--- src/rtl/uart_rxs_pkg.sv ---
package uart_rxs_pkg;

  localparam int BYTE_W = 8;

  // bit positions inside the status byte (software decodes these)
  localparam int ST_BRK  = 4;
  localparam int ST_FE   = 3;
  localparam int ST_PAR  = 2;
  localparam int ST_NORX = 1;
  localparam int ST_OK   = 0;

  localparam logic [BYTE_W-1:0] STAT_NORX = BYTE_W'(1) << ST_NORX;

  typedef struct packed {
    logic              brk;
    logic              fe;
    logic              par;
    logic [BYTE_W-1:0] data;
  } rx_entry_t;

  function automatic logic [BYTE_W-1:0] enc_status(input logic brk,
                                                   input logic fe,
                                                   input logic par);
    logic [BYTE_W-1:0] s;
    s          = '0;
    s[ST_BRK]  = brk;
    s[ST_FE]   = fe;
    s[ST_PAR]  = par;
    s[ST_OK]   = ~(brk | fe | par);
    return s;
  endfunction

endpackage

--- src/rtl/rxs_fifo.sv ---
// Synchronous FIFO with a clear that may coincide with a push: the pushed
// word then becomes the only entry.
module rxs_fifo #(
  parameter int WIDTH = 8,
  parameter int DEPTH = 16
) (
  input  logic             clk,
  input  logic             rst_n,
  input  logic             clr,
  input  logic             push,
  input  logic [WIDTH-1:0] push_data,
  input  logic             pop,
  output logic [WIDTH-1:0] head,
  output logic             empty,
  output logic             full
);

  localparam int AW = (DEPTH > 1) ? $clog2(DEPTH) : 1;
  localparam int CW = $clog2(DEPTH + 1);

  logic [WIDTH-1:0] mem [DEPTH];
  logic [AW-1:0]    rp_q, rp_d, wp_q, wp_d, wbase;
  logic [CW-1:0]    cnt_q, cnt_d;
  logic             do_push, do_pop;

  function automatic logic [AW-1:0] bump(input logic [AW-1:0] p);
    return (p == AW'(DEPTH - 1)) ? '0 : p + 1'b1;
  endfunction

  always_comb begin
    empty   = (cnt_q == '0);
    full    = (cnt_q == CW'(DEPTH));
    do_push = push && (clr || !full);
    do_pop  = pop && !clr && !empty;
    wbase   = clr ? '0 : wp_q;
    rp_d    = clr ? '0 : rp_q;
    wp_d    = wbase;
    cnt_d   = clr ? '0 : cnt_q;
    if (do_pop) begin
      rp_d  = bump(rp_q);
      cnt_d = cnt_d - 1'b1;
    end
    if (do_push) begin
      wp_d  = bump(wbase);
      cnt_d = cnt_d + 1'b1;
    end
  end

  always_ff @(posedge clk or negedge rst_n) begin
    if (!rst_n) begin
      rp_q  <= '0;
      wp_q  <= '0;
      cnt_q <= '0;
    end else begin
      rp_q  <= rp_d;
      wp_q  <= wp_d;
      cnt_q <= cnt_d;
    end
  end

  // storage carries no reset; entries are only observed while counted
  always_ff @(posedge clk) begin
    if (do_push) begin
      mem[wbase] <= push_data;
    end
  end

  assign head = mem[rp_q];

endmodule

--- src/rtl/rxs_burst_ctl.sv ---
// Tracks read bursts and the summary flag.
module rxs_burst_ctl (
  input  logic clk,
  input  logic rst_n,
  input  logic data_rd,
  input  logic stat_rd,
  input  logic stat_ok,
  output logic stat_clr,
  output logic any_bad
);

  logic open_q, open_d;
  logic bad_q, bad_d;

  always_comb begin
    // a data read opens a new burst unless one is open and no status read
    // arrives alongside it
    stat_clr = data_rd && (!open_q || stat_rd);
    open_d   = open_q;
    bad_d    = bad_q;
    if (data_rd) begin
      open_d = 1'b1;
      bad_d  = (stat_clr ? 1'b0 : bad_q) | ~stat_ok;
    end else if (stat_rd) begin
      open_d = 1'b0;
    end
  end

  always_ff @(posedge clk or negedge rst_n) begin
    if (!rst_n) begin
      open_q <= 1'b0;
      bad_q  <= 1'b0;
    end else begin
      open_q <= open_d;
      bad_q  <= bad_d;
    end
  end

  assign any_bad = bad_q;

endmodule

--- src/rtl/uart_rx_stat_fifo.sv ---
module uart_rx_stat_fifo
  import uart_rxs_pkg::*;
#(
  parameter int DATA_DEPTH = 16,
  parameter int STAT_DEPTH = 16
) (
  input  logic              clk,
  input  logic              rst_n,
  input  logic              wr_en,
  input  logic [BYTE_W-1:0] wr_byte,
  input  logic              wr_brk,
  input  logic              wr_fe,
  input  logic              wr_par,
  input  logic              rd_data_en,
  output logic [BYTE_W-1:0] rd_data,
  input  logic              rd_stat_en,
  output logic [BYTE_W-1:0] rd_stat,
  output logic              any_bad,
  output logic              overflow
);

  localparam int ENTRY_W = $bits(rx_entry_t);

  rx_entry_t         wr_entry, head_entry;
  logic              data_empty, data_full;
  logic [BYTE_W-1:0] cur_stat, stat_head;
  logic              stat_empty, stat_full, stat_clr;
  logic [BYTE_W-1:0] rd_data_q, rd_data_d, rd_stat_q, rd_stat_d;
  logic              ovf_q, ovf_d;

  // a break is always stored with a zero data field
  always_comb begin
    wr_entry.brk  = wr_brk;
    wr_entry.fe   = wr_fe;
    wr_entry.par  = wr_par;
    wr_entry.data = wr_brk ? '0 : wr_byte;
  end

  rxs_fifo #(
    .WIDTH (ENTRY_W),
    .DEPTH (DATA_DEPTH)
  ) u_data (
    .clk       (clk),
    .rst_n     (rst_n),
    .clr       (1'b0),
    .push      (wr_en),
    .push_data (wr_entry),
    .pop       (rd_data_en),
    .head      (head_entry),
    .empty     (data_empty),
    .full      (data_full)
  );

  always_comb begin
    if (data_empty) begin
      cur_stat = STAT_NORX;
    end else begin
      cur_stat = enc_status(head_entry.brk, head_entry.fe, head_entry.par);
    end
  end

  rxs_burst_ctl u_burst (
    .clk      (clk),
    .rst_n    (rst_n),
    .data_rd  (rd_data_en),
    .stat_rd  (rd_stat_en),
    .stat_ok  (cur_stat[ST_OK]),
    .stat_clr (stat_clr),
    .any_bad  (any_bad)
  );

  rxs_fifo #(
    .WIDTH (BYTE_W),
    .DEPTH (STAT_DEPTH)
  ) u_stat (
    .clk       (clk),
    .rst_n     (rst_n),
    .clr       (stat_clr),
    .push      (rd_data_en),
    .push_data (cur_stat),
    .pop       (rd_stat_en),
    .head      (stat_head),
    .empty     (stat_empty),
    .full      (stat_full)
  );

  // next state of the read registers and the sticky flag
  always_comb begin
    rd_data_d = rd_data_q;
    rd_stat_d = rd_stat_q;
    if (rd_data_en) begin
      rd_data_d = data_empty ? '0 : head_entry.data;
    end
    if (rd_stat_en) begin
      rd_stat_d = stat_empty ? '0 : stat_head;
    end
    ovf_d = ovf_q | (wr_en && data_full);
  end

  always_ff @(posedge clk or negedge rst_n) begin
    if (!rst_n) begin
      rd_data_q <= '0;
      rd_stat_q <= '0;
      ovf_q     <= 1'b0;
    end else begin
      rd_data_q <= rd_data_d;
      rd_stat_q <= rd_stat_d;
      ovf_q     <= ovf_d;
    end
  end

  assign rd_data  = rd_data_q;
  assign rd_stat  = rd_stat_q;
  assign overflow = ovf_q;

endmodule

--- config.mk ---
export PLATFORM = sky130hd
export DESIGN_NAME = uart_rx_stat_fifo
export DESIGN_NICKNAME = d
export VERILOG_FILES = /design/src/rtl/uart_rxs_pkg.sv /design/src/rtl/rxs_fifo.sv /design/src/rtl/rxs_burst_ctl.sv /design/src/rtl/uart_rx_stat_fifo.sv
export SDC_FILE = /design/constraint.sdc
export NUM_CORES = 1
export LEC_CHECK = 0
export CAP_MARGIN = 20
export CORE_UTILIZATION = 60
export CTS_CLUSTER_SIZE = 30
export DETAILED_ROUTE_END_ITERATION = 16
export HOLD_SLACK_MARGIN = 0.12
export PLACE_DENSITY = 0.78
export SETUP_SLACK_MARGIN = 0.15
export SLEW_MARGIN = 20
export SYNTH_ARGS = -nofsm -noshare
export SYNTH_HDL_FRONTEND = slang
export SYNTH_SLANG_ARGS = --single-unit
--- constraint.sdc ---
create_clock -name clk -period 5.1 [get_ports clk]
set_clock_uncertainty 0.2 [all_clocks]
set_input_delay 1.02 -clock clk [delete_from_list [all_inputs] [get_ports clk]]
set_output_delay 1.02 -clock clk [all_outputs]
set_load 0.01 [all_outputs]
# Word level (Yosys, flattened, before mapping)
# Memories as Yosys holds them, arrays and structs flattened.
# Index checks and enable logic that the tools add are counted.
# Widths: inputs -> output; s select.
[totals]
regBits = 45
ram_bits = 256
in_bits = 16
output_inout_bits = 18
word_cells = 76
mem_count = 2
[memory_table]
columns = ["memory", "words", "word_bits", "read_ports", "rd_clocked_by_memory_dff", "wr", "line_no", "rtl"]
rows = [
  ["u_data.mem", 16, 11, 1, 0, 1, "rxs_fifo.sv:21", "logic [WIDTH-1:0] mem [DEPTH];"],
  ["u_stat.mem", 16, 5, 1, 0, 1, "rxs_fifo.sv:21", ""],
]
[classes]
add_sub_neg = 8
eq_ne = 6
n_mux = 24
bitwise = 6
reduce_logical = 19
[op_table]
columns = ["cell", "n"]
rows = [
  ["$mux 4", 8],
  ["$mux 5", 6],
  ["$mux 8", 3],
  ["$add 4x1->4 const B", 4],
  ["$eq 4x4->1 const B", 4],
  ["$add 5x1->5 const B", 2],
  ["$eq 5x5->1 const B", 2],
  ["$logic_not 5->1", 2],
  ["$sub 5x1->5 const B", 2],
  ["$logic_and 1x1->1", 7],
  ["$mux 1", 7],
  ["$logic_not 1->1", 6],
  ["$or 1x1->1", 4],
  ["$reduce_bool 2->1", 2],
  ["$logic_or 1x1->1", 2],
  ["$not 1->1", 2],
]

# Depth between registers and ports, before layout
[depth]
ltp_word = 9
mapped_depth = 11
mapped_depth_nobuf = 10

# Cells and area by module
# A second synthesis with hierarchy kept.
[hier_totals]
hier_cells = 769
hier_area_um2 = 14596.5
[modules_own_cells]
columns = ["mod", "n_inst", "cells_each", "area_per_inst_um2", "seq_area_each_um2"]
rows = [
  ["rxs_fifo (u_data)", 1, 372, 7722.4, 5610.4],
  ["rxs_fifo (u_stat)", 1, 306, 5963.2, 4169.0],
  ["uart_rx_stat_fifo", 1, 82, 805.8, 425.4],
  ["rxs_burst_ctl", 1, 9, 105.1, 50.0],
]

# Worst setup path before layout
# Ideal clock, no wire load.
[synth_timing]
path_type = "input to register"
start = "input port rd_data_en"
end = "register u_stat.cnt_q[4]"
arrival_time_ns = 2.710
required_ns = 4.765
setup_slack_ns = 2.056
cell_stages = 10
path_buffers = 1
cell_sequence = "clkbuf_1 -> nand2_1 -> nand2_1 -> ha_1 -> mux2i_1 -> ha_1 -> o311ai_1 -> o31a_1 -> o211ai_1 -> o211ai_1"
[synth_between]
elab_chain_len = 7
[synth_lines]
columns = ["element", "line_no", "rtl"]
rows = [
  ["from (decl)", "uart_rx_stat_fifo.sv:14", "input logic rd_data_en,"],
  ["parallel branches: the longest is 6 deep, another holds $sub 5x1->5", "-", ""],
  ["$mux 5 (*)", "rxs_fifo.sv:43", "if (do_push) begin"],
  ["net u_stat.cnt_d[4]", "rxs_fifo.sv:23", "logic [CW-1:0] cnt_q, cnt_d;"],
  ["to (signal assigned)", "rxs_fifo.sv:57", "cnt_q <= cnt_d;"],
  ["to (decl)", "rxs_fifo.sv:23", ""],
]
# Mark *: on every way through the listed nets, which the timed path passes.
# A chain may end at the register's enable or synchronous reset.

# Final worst setup path
# Ends and elaborated chain as after synthesis.

==> impl_metrics.tcl <==
set metrics [dict create \
    status "complete, no violations" \
    syn_area_per_cell_um2 18.7 \
    ant_nets 0 \
    num_rows 51 \
    cts_sinks 298 \
    yosys_warnings 0 \
    hold_path_end "overflow" \
    worstSetupStartpointType "input pin" \
    worst_ir_drop_vdd_mv 0.372 \
    slew_headroom 0.308 \
    crit_arrival_ps 3860 \
    core-area_um2 19700 \
    diodes 0 \
    drcViolationCount 0 \
    fin_crit_sh 0.719 \
    vias 6211 \
    cts_setup_buffers 0 \
    die_x_um 144 \
    critPathKind "input pin to register" \
    antenna_found_initial 0 \
    rr_startpoint "u_stat.cnt_q[2]" \
    p_leak_nw 4.69 \
    path_clk_slew_ps 60 \
    synth-seq-cells 298 \
    layout_commonest_cell "edfxtp_1" \
    syn_area_um2 12200 \
    setup_violations 0 \
    end_kind "register" \
    hold_viol_final 0 \
    post_drt_wl_per_cell_um 25.2 \
    synth_top_area_cell "edfxtp_1" \
    synth_xor_xnor_area_share 0.0108 \
    ys.flop_type "edfxtp_1" \
    fill_cells 1224 \
    post_cts_resized 0 \
    min_period_ps 3670 \
    synth_top_family_by_area "multiplexers" \
    cts.path.max_buffers 3 \
    crit_fanout 15 \
    max_clock_freq_mhz 273 \
    power_w 0.00750 \
    cts_max_level 1 \
    viasPerCell 6.28 \
    path_common_cell "o211ai_1" \
    hp-class "register to register" \
    fp.dieArea_um2 20900 \
    syn2layout_area_growth_pct 13.0 \
    synth_edf_count 256 \
    critPathBufInv 2 \
    root_buffer "clkbuf_16" \
    async_reset_ff_frac 0.141 \
    crit_slowest_cell "clkdlybuf4s50_1" \
    synthAdderAreaFrac 0.0154 \
    synthCells 650 \
    synth_compound_area_frac 0.0396 \
    critPathTopFamily "compound AO/OA/AOI/OAI gates" \
    holdCritStartpoint "overflow" \
    r2r_cells 8 \
    worstMarginPinSlew_ps 1040 \
    ys_seq_area_frac 0.718 \
    drt_iter0_markers 493 \
    cts_buffers 28 \
    critPathMaxStageDelay_ps 630 \
    worstReg2RegEnd "u_stat.cnt_q[4]" \
    dp_hpwl_um 15200 \
    yosysUniqueCellTypes 52 \
    power_density_nw_per_um2 545 \
    first_global_vias 6387 \
    slew_viol_final 0 \
    clk_latency_ps 540 \
    cts_tree "done" \
    reg2reg_slack_ps 2110 \
    synthSimpleGateAreaFrac 0.0451 \
    grt-ovfl-total 0 \
    postCtsHoldBufs 0 \
    io_pins 34 \
    worstHoldPathCells 1 \
    path_depth 9 \
    drive_above_1_share 0.186 \
    maxCapViolations 0 \
    nNetsFinal 734 \
    routed_wl_um 24900 \
    start_util 0.619 \
    grt_max_degree 43 \
    synthMuxAreaShare 0.150 \
    portBuffers 30 \
    synth_top_area_frac 0.632 \
    rsz0062_at_grt "no" \
    path_cells "clkdlybuf4s50_1, inv_2, o311a_1, mux2i_1, ha_1, o311ai_1, o31a_1, o211ai_1, o211ai_1" \
    grt.total_usage 0.254 \
    final_cell_mix "edfxtp_1, mux4_2, dfrtp_1" \
    grt_pass1_wl_um 37400 \
    drtPass1Iterations 6 \
    die_h_um 144 \
    netlist_top_cells_area "edfxtp_1, mux4_2, dfrtp_1" \
    fin_tns_setup_ps 0 \
    gp_congestion 0.866 \
    required_ps 5300 \
]
[Yosys cell counts, types with 5 or more instances]
cell,number
dfrtp_1,42
nor2_1,32
nand2b_1,6
nand2_1,38
clkbuf_1,15
nor2b_1,10
o21ai_0,10
xnor2_1,12
nand3_1,5
mux4_2,56
o21ai_1,6
edfxtp_1,256
a22o_1,9
ha_1,15
a221oi_1,6
o2bb2ai_1,5
buf_6,5
mux4_1,15
nor3_1,9
buf_2,8
mux2i_1,15
inv_1,15
a21oi_1,10
[worst reg2reg max path: stages (launching register included)]
cell and delay (ps):
dfrtp_1 410, or3_1 500, o311a_1 470, o21ai_1 250, ha_1 240, o311ai_1 190
o31a_1 290, o211ai_1 180, o211ai_1 130
[registers in the layout, indices dropped and copies added, names as in the netlist]
| signal | count |
|---|---|
| u_data.cnt_q | 5 |
| u_stat.cnt_q | 5 |
| rd_data | 8 |
| overflow | 1 |
| u_burst.open_q | 1 |
| rd_stat | 5 |
| u_data.rp_q | 4 |
| u_stat.mem | 80 |
| u_data.mem | 176 |
| u_stat.wp_q | 4 |
| u_burst.any_bad | 1 |
| u_data.wp_q | 4 |
| u_stat.rp_q | 4 |
[metrics by stage]
step / instance area [um2] / cells / setup slack [ps] / utilization / hold WS [ps]
CTS: 13700 / 989 / 1490 / 0.699 / 265
global placement: 12800 / 938 / 1240 / 0.653 / 239
global route: 13700 / 989 / 1200 / 0.700 / 293
floorplan: 12200 / 652 / 2060 / - / 293
finish: 13700 / 989 / 1430 / 0.700 / 258
detailed placement: 12800 / 938 / 943 / 0.653 / 248
[cells by family after synthesis]
kind of cell,count (synthesis)
other,1
multiplexers,88
adder cells (fa/ha/maj),15
AND/OR/NAND/NOR,116
XOR/XNOR,15
buffers and inverters,51
flip-flops,298
AO/OA/AOI/OAI,66
[worst max path at each step]
stage | start | endpoint
3_5_place_dp | rd_data_en | u_stat.cnt_q[4]
4_1_cts | rd_data_en | u_stat.cnt_q[4]
3_3_place_gp | rd_data_en | u_stat.cnt_q[4]
5_1_grt | rd_data_en | u_stat.cnt_q[4]
6_report | rd_data_en | u_stat.cnt_q[4]
2_1_floorplan | rd_data_en | u_stat.cnt_q[4]
[layout make-up]
class | count | area, um2 | area share
inverters | 16 | 60.1 | 0.00437
multi-input cells | 303 | 3220 | 0.234
well taps | 265 | 332 | 0.0241
clock inverters | 8 | 104 | 0.00755
repair buffers | 56 | 493 | 0.0359
clock buffers | 43 | 797 | 0.0580
flip-flops and latches | 298 | 8740 | 0.636
[metal layers]
metal | GRT usage | share of wire
met1 | 0.318 | 0.38
met2 | 0.449 | 0.53
met3 | 0.0341 | 0.062
met4 | 0.102 | 0.033
met5 | 0 | 0
[power by group]
part	total (W)	switching (W)	internal (W)
registers	0.00347	0.000329	0.00314
logic	0.00201	0.00104	0.000975
clock network	0.00202	0.000841	0.00118
Note: power is estimated with default switching activity, not from simulation.
